===== src/rtl/sbm_pkg.sv =====
package sbm_pkg;
  typedef enum logic [1:0] {A_IDLE, A_REQ, A_OWN} addr_st_e;
  typedef enum logic [1:0] {D_IDLE, D_WAIT, D_OWN} data_st_e;
  typedef struct packed {
    logic burst;
    logic addr_only;
  } txn_attr_t;
endpackage


===== src/rtl/sbm_grant_qual.sv =====
module sbm_grant_qual #(
  parameter bit USE_RETRY = 1'b1
) (
  input  logic clk_i,
  input  logic rst_ni,
  input  logic grant_i,
  input  logic busy_n_i,
  input  logic retry_i,
  output logic qual_o
);
  generate
    if (USE_RETRY) begin : g_retry
      logic retry_q;
      always_ff @(posedge clk_i or negedge rst_ni) begin
        if (!rst_ni) retry_q <= 1'b0;
        else         retry_q <= retry_i;
      end
      assign qual_o = grant_i && busy_n_i && !retry_i && !retry_q;
    end else begin : g_plain
      logic unused_retry;
      assign unused_retry = retry_i ^ clk_i ^ rst_ni;
      assign qual_o = grant_i && busy_n_i;
    end
  endgenerate
endmodule


===== src/rtl/sbm_addr_fsm.sv =====
module sbm_addr_fsm
  import sbm_pkg::*;
(
  input  logic      clk_i,
  input  logic      rst_ni,
  input  logic      accept_i,
  input  txn_attr_t attr_i,
  input  logic      parked_i,
  input  logic      qual_i,
  input  logic      aack_i,
  input  logic      artry_i,
  output logic      br_o,
  output logic      own_o,
  output logic      done_o,
  output logic      data_go_o,
  output txn_attr_t attr_o,
  output logic      idle_o
);
  addr_st_e  st_q, st_d;
  txn_attr_t attr_q;

  always_comb begin
    st_d = st_q;
    unique case (st_q)
      A_IDLE: if (accept_i) st_d = A_REQ;
      A_REQ:  if (qual_i) st_d = A_OWN;
      A_OWN: begin
        if (artry_i)     st_d = A_REQ;   // retry wins over ack
        else if (aack_i) st_d = A_IDLE;
      end
      default: st_d = A_IDLE;
    endcase
  end

  always_ff @(posedge clk_i or negedge rst_ni) begin
    if (!rst_ni) begin
      st_q   <= A_IDLE;
      attr_q <= '0;
    end else begin
      st_q <= st_d;
      if (accept_i) attr_q <= attr_i;
    end
  end

  assign br_o      = (st_q == A_REQ) && !parked_i;
  assign own_o     = (st_q == A_OWN);
  assign done_o    = own_o && aack_i && !artry_i;
  assign data_go_o = done_o && !attr_q.addr_only;
  assign attr_o    = attr_q;
  assign idle_o    = (st_q == A_IDLE);
endmodule


===== src/rtl/sbm_data_fsm.sv =====
module sbm_data_fsm
  import sbm_pkg::*;
#(
  parameter int BEATS = 4,
  localparam int CNT_W = (BEATS > 1) ? $clog2(BEATS) : 1
) (
  input  logic clk_i,
  input  logic rst_ni,
  input  logic go_i,
  input  logic burst_i,
  input  logic qual_i,
  input  logic ta_i,
  output logic own_o,
  output logic done_o,
  output logic idle_o
);
  data_st_e         st_q, st_d;
  logic [CNT_W-1:0] cnt_q;
  logic             burst_q;
  logic             last;

  assign last = !burst_q || (cnt_q == CNT_W'(BEATS - 1));

  always_comb begin
    st_d = st_q;
    unique case (st_q)
      D_IDLE: if (go_i) st_d = D_WAIT;
      D_WAIT: if (qual_i) st_d = D_OWN;
      D_OWN:  if (ta_i && last) st_d = D_IDLE;
      default: st_d = D_IDLE;
    endcase
  end

  always_ff @(posedge clk_i or negedge rst_ni) begin
    if (!rst_ni) begin
      st_q    <= D_IDLE;
      cnt_q   <= '0;
      burst_q <= 1'b0;
    end else begin
      st_q <= st_d;
      if (go_i) burst_q <= burst_i;
      if (st_q == D_WAIT)          cnt_q <= '0;
      else if (own_o && ta_i)      cnt_q <= last ? '0 : cnt_q + 1'b1;
    end
  end

  assign own_o  = (st_q == D_OWN);
  assign done_o = own_o && ta_i && last;
  assign idle_o = (st_q == D_IDLE);
endmodule


===== src/rtl/split_bus_master.sv =====
module split_bus_master
  import sbm_pkg::*;
#(
  parameter int BEATS = 4
) (
  input  logic clk_i,
  input  logic rst_ni,
  input  logic start_i,
  input  logic burst_i,
  input  logic addr_only_i,
  input  logic parked_i,
  input  logic bg_i,
  input  logic abb_n_i,
  input  logic artry_i,
  input  logic aack_i,
  input  logic dg_i,
  input  logic dbb_n_i,
  input  logic ta_i,
  output logic br_o,
  output logic abb_oe_o,
  output logic dbb_oe_o,
  output logic addr_done_o,
  output logic data_done_o
);
  logic      a_qual, d_qual, a_idle, d_idle, accept, data_go;
  txn_attr_t attr_in, attr_q;

  assign attr_in = '{burst: burst_i, addr_only: addr_only_i};
  assign accept  = start_i && a_idle && d_idle;

  sbm_grant_qual #(.USE_RETRY(1'b1)) u_aqual (
    .clk_i, .rst_ni, .grant_i(bg_i), .busy_n_i(abb_n_i),
    .retry_i(artry_i), .qual_o(a_qual)
  );

  sbm_grant_qual #(.USE_RETRY(1'b0)) u_dqual (
    .clk_i, .rst_ni, .grant_i(dg_i), .busy_n_i(dbb_n_i),
    .retry_i(1'b0), .qual_o(d_qual)
  );

  sbm_addr_fsm u_addr (
    .clk_i, .rst_ni, .accept_i(accept), .attr_i(attr_in),
    .parked_i, .qual_i(a_qual), .aack_i, .artry_i,
    .br_o, .own_o(abb_oe_o), .done_o(addr_done_o),
    .data_go_o(data_go), .attr_o(attr_q), .idle_o(a_idle)
  );

  sbm_data_fsm #(.BEATS(BEATS)) u_data (
    .clk_i, .rst_ni, .go_i(data_go), .burst_i(attr_q.burst),
    .qual_i(d_qual), .ta_i, .own_o(dbb_oe_o),
    .done_o(data_done_o), .idle_o(d_idle)
  );
endmodule


===== config.mk =====
export PLATFORM = sky130hd
export DESIGN_NAME = split_bus_master
export DESIGN_NICKNAME = d
export VERILOG_FILES = /design/src/rtl/sbm_pkg.sv /design/src/rtl/sbm_grant_qual.sv /design/src/rtl/sbm_addr_fsm.sv /design/src/rtl/sbm_data_fsm.sv /design/src/rtl/split_bus_master.sv
export SDC_FILE = /design/constraint.sdc
export NUM_CORES = 1
export LEC_CHECK = 0
export BUFFER_PORTS_ARGS = -buffer_cell sky130_fd_sc_hd__buf_2
export CAP_MARGIN = 20
export CORE_MARGIN = 10
export CORE_UTILIZATION = 31
export CTS_CLUSTER_DIAMETER = 120
export CTS_CLUSTER_SIZE = 12
export DETAILED_ROUTE_END_ITERATION = 12
export PLACE_DENSITY_LB_ADDON = 0.3
export REMOVE_ABC_BUFFERS = 1
export SLEW_MARGIN = 40
export SYNTH_ARGS = -nofsm -noshare
export SYNTH_HDL_FRONTEND = slang
export SYNTH_SLANG_ARGS = --single-unit

===== constraint.sdc =====
create_clock -name clk_i -period 3.11 [get_ports clk_i]
set_clock_uncertainty 0.05 [all_clocks]
set_input_delay 0.4665 -clock clk_i [delete_from_list [all_inputs] [get_ports clk_i]]
set_output_delay 0.4665 -clock clk_i [all_outputs]
set_load 0.03 [all_outputs]

Word level (Yosys, flattened, before mapping)
Cells that the tools add are included.
- bits of input ports: 13
- output and inout bits: 5
- flip-flop bits (word level): 10
- eq/ne operators: 11
- muxes and demuxes: 12
- reduce and logical (&&, ||, !) cells: 24
- $add $sub $neg: 1
- operators by type and width (operator ; count):
    2-to-1 mux 2 bit ; 10
    logical AND 1 bit ; 13
    case mux 2 bit (3 select lines) ; 2
    equality test 2 bit, second input constant ; 3
    inequality test 2 bit, second input constant ; 3
    AND reduction 3 bit ; 2
    logical NOT 1 bit ; 5
    equality test 2 x 1 -> 1 bit, second input constant ; 2
    logical NOT 2 bit ; 2
    inequality test 2 x 1 -> 1 bit, second input constant ; 2
    inequality test 3 bit, second input constant ; 1
    adder 2 x 1 -> 2 bit, second input constant ; 1
    nonzero test 2 bit ; 1
    logical OR 1 bit ; 1

Longest topological paths before layout
- depth after elaboration: 6
- depth in mapped cells: 4

By module
Synthesis repeated with hierarchy kept, for this count alone.
- cells, all modules: 49
- area total of the unflattened synthesis: 520.5 um^2
- modules (own cells, without submodules) (module ; cells each ; area an instance (um^2) ; times used):
    sbm_data_fsm ; 26 ; 254.0 ; 1
    sbm_addr_fsm ; 18 ; 212.7 ; 1
    sbm_grant_qual at u_aqual ; 2 ; 37.5 ; 1
    split_bus_master ; 2 ; 10.0 ; 1
    sbm_grant_qual at u_dqual ; 1 ; 6.3 ; 1

Worst setup path after synthesis
OpenSTA, ideal clock, no wires.
- path kind: register to output
- start point: register u_addr.st_q[0]
- end point: output addr_done_o
- arrival time: 1.295 ns
- slack: 1.298 ns
- stages on the path, launching flop included: 3
- buffers on the path: 0
- cells stage by stage: dfrtp_1 -> nand2b_4 -> nor3b_1
- word-level cells in the longest chain between the ends: 3
- ends and longest elaborated chain (what ; RTL line ; source):
    start: declaration ; sbm_addr_fsm.sv:19 ; addr_st_e st_q, st_d;
    start signal: assignment ; sbm_addr_fsm.sv:40 ; st_q <= st_d;
    equality test 2 bit ; sbm_addr_fsm.sv:46 ; assign own_o = (st_q == A_OWN);
    logical AND 1 bit (2 in a row) ; sbm_addr_fsm.sv:47 ; assign done_o = own_o && aack_i && !artry_i;
    end: declaration ; split_bus_master.sv:22 ; output logic addr_done_o,
No other way between the ends.

Worst setup path after layout
- start point: register u_data.cnt_q[0]
- end point: output data_done_o
- word-level cells in the longest chain between the ends: 3
- ends and longest elaborated chain (what ; RTL line ; source):
    start: declaration ; sbm_data_fsm.sv:18 ; logic [CNT_W-1:0] cnt_q;
    start signal: assignment ; sbm_data_fsm.sv:43 ; else if (own_o && ta_i) cnt_q <= last ? '0 : cnt_q + 1'b1;
    equality test 2 bit ; sbm_data_fsm.sv:22 ; assign last = !burst_q || (cnt_q == CNT_W'(BEATS - 1));
    logical OR 1 bit ; sbm_data_fsm.sv:22 ;
    logical AND 1 bit ; sbm_data_fsm.sv:48 ; assign done_o = own_o && ta_i && last;
    end: declaration ; split_bus_master.sv:23 ; output logic data_done_o
No other way between the ends.

==> impl_metrics.py <==
metrics = {
    "outcome": {
        "outcome": "finished clean",
    },
    "logic_synthesis": {
        "synthTopCellsByCount": "10 x dfrtp_1, 5 x inv_1, 3 x nand2b_1, 3 x nor3b_1",
        "synth_top_family_by_area": "simple AND/OR/NAND/NOR gates",
        "ys_warn_count": 0,
        "synthAdderAreaFrac": 0.0231,
        "ys.flop_type": "dfrtp_1",
        "synth_edf_count": 0,
        "synth-compound-area-share": 0.127,
        "synth_xor_area_frac": 0,
        "yosys-top-cells-area": "dfrtp_1 46%, mux2_4 5.6%, nor4b_4 4.4%",
        "synth_cell_types": 24,
        "synth_cells": 45,
        "yosys.area.top_type": "dfrtp_1",
        "yosysMostFrequentCell": "dfrtp_1",
        "yosysTopAreaCellShare": 0.463,
        "muxShareOfSynthArea": 0.0764,
        "synth_seq_cells": 10,
        "ys_seq_area_frac": 0.463,
        "synth_area_sq_um": 541,
        "async_reset_ff_frac": 1.00,
        "syn_area_per_cell_sq_um": 12.0,
        "synth-simple-area-share": 0.255,
    },
    "critical_path": {
        "start_kind": "flip-flop",
        "worstSetupPathType": "flip-flop to primary output",
        "cp.arrival_ns": 1.31,
        "worstRegToRegCells": 3,
        "r2r-start": "u_data.st_q[1]",
        "cp_max_fo": 4,
        "cp-end-kind": "primary output",
        "regToRegSetupSlack_ns": 1.72,
        "timing.rr.end": "u_addr.attr_o[0]",
        "required_ns": 2.59,
    },
    "grt": {
        "grt.total_usage": 0.0625,
        "antenna_found_initial": 0,
        "gr-total-overflow": 0,
        "grt_max_degree": 11,
        "grt_pass1_wl_microns": 1790,
        "grt_pass1_vias": 430,
    },
    "floorplan": {
        "rows": 15,
        "pin_count": 18,
        "die_w_microns": 61.8,
        "core_area_sq_um": 1690,
        "dieHeight_microns": 61.8,
        "die_area_sq_um": 3810,
        "start_util": 0.320,
    },
    "clock_tree": {
        "cts_hold_buf": 0,
        "h-tree-depth": 1,
        "postCtsSetupBuffers": 0,
        "numCtsBuffers": 3,
        "clock_path_buffers": 2,
        "cts-root-buf": "clkbuf_4",
        "clk_pin_slew_ns": 0.06,
        "cts_resized": 0,
        "cts_tree": "built",
        "clk-insertion-delay-late_ns": 0.25,
        "cts_num_sinks": 10,
    },
    "place": {
        "dpl.hpwl_microns": 897,
        "gp_congestion": 0.681,
        "place_inst": 78,
        "placed_area_sq_um": 636,
        "port_buffers": 17,
    },
    "sta": {
        "fmax_mhz": 548,
        "rsz0062_at_grt": "false",
        "slew_headroom": 0.817,
        "worstMarginPinSlew_ns": 0.274,
        "slew_violations": 0,
        "final-setup-viol-count": 0,
        "finalSetupTns_ns": 0,
        "hold_violations": 0,
        "period_needed_ns": 1.83,
        "fin_crit_sh": 0.587,
    },
    "pwr": {
        "leakagePower_nw": 0.341,
        "p_per_area_nw_per_um2": 623,
        "peakVddDrop_uv": 213,
        "total_power_w": 0.000410,
    },
    "detailed_routing": {
        "wirelength_microns": 1100,
        "dr.pass1.iters": 2,
        "via_per_inst": 5.07,
        "drt_iter0_markers": 5,
        "drc": 0,
        "wire_per_inst_microns": 13.6,
        "postRouteAntennaNets": 0,
        "via_count": 411,
    },
    "cells_and_area": {
        "nets": 80,
        "area_growth_pct": 21.8,
        "final_core_util": 0.390,
        "final_area_sq_um": 658,
        "final_cells": 81,
        "antenna_cells": 0,
        "drive_gt1_frac": 0.406,
    },
    "hold_path": {
        "hp-class": "input port to asynchronous set/reset pin",
    },
    "flow_run": {
        "maxCapViolations": 0,
    },
}
[layout make-up]
class / instances / area (sq um)
fill: 186 / 1030
timing repair buffer: 17 / 85.1
tap: 17 / 21.3
inverter: 5 / 18.8
sequential: 10 / 250
multi-input combinational: 29 / 260
clock buffer: 3 / 22.5
[how the worst max path moves through the flow]
| stage | slack (ns) | cells after the start | start | to |
|---|---|---|---|---|
| 6_report | 1.28 | 4 | u_data.cnt_q[0] | data_done_o |
| 5_1_grt | 1.19 | 4 | u_data.cnt_q[0] | data_done_o |
| 4_1_cts | 1.27 | 4 | u_data.cnt_q[0] | data_done_o |
| 3_5_place_dp | 1.55 | 4 | u_data.cnt_q[0] | data_done_o |
| 3_3_place_gp | 1.58 | 4 | u_data.cnt_q[0] | data_done_o |
| 2_1_floorplan | 1.30 | 2 | u_addr.st_q[0] | addr_done_o |
[through the flow]
stage          hold slack (ns)  worst slack (ns)
5_1_grt                 0.0148              1.19
3_3_place_gp             0.292              1.58
4_1_cts                 0.0130              1.27
3_5_place_dp             0.291              1.55
6_report               0.00854              1.28
2_1_floorplan            0.121              1.30
[cell families (layout without fill, tap and decap cells)]
kind of cell	count (synthesis)	count (layout)
multiplexers	3	3
buffers and inverters	6	25
AND/OR/NAND/NOR	16	16
adder cells (fa/ha/maj)	1	1
AO/OA/AOI/OAI	9	9
flip-flops	10	10
[worst max-delay path, stage by stage (launching register included)]
cell	delay (ns)
dfrtp_1	0.40
ha_1	0.21
o21ai_0	0.21
nor2_1	0.06
buf_2	0.18
[cell usage in the layout (no fill, tap or decap), drive strengths merged, types with 2 or more instances in the layout]
master,Yosys,layout
nand2b,4,4
inv,5,5
dfrtp,10,10
mux2,3,3
nor3b,3,3
nor2,2,2
a31oi,2,2
buf,1,17
o31ai,2,2
clkbuf,0,3
[power breakdown]
group          internal, W   total, W  switching [W]
sequential        0.000161   0.000196      0.0000344
combinational    0.0000733   0.000130      0.0000570
clock            0.0000445  0.0000839      0.0000394
[routing by layer]
| metal | vias up | share of wire | track usage |
|---|---|---|---|
| li1 | 202 | - | - |
| met1 | 195 | 0.43 | 0.0697 |
| met2 | 10 | 0.50 | 0.105 |
| met3 | 4 | 0.033 | 0.00813 |
| met4 | 0 | 0.033 | 0.0478 |
| met5 | - | 0 | 0 |
[flip-flops by register name, indices dropped and copies added, names as in the netlist]
register,count
u_addr.st_q,2
u_aqual.g_retry.retry_q,1
u_data.cnt_q,2
u_data.st_q,2
u_addr.attr_o,2
u_data.burst_q,1
Note: power is estimated with default switching activity, not from simulation.
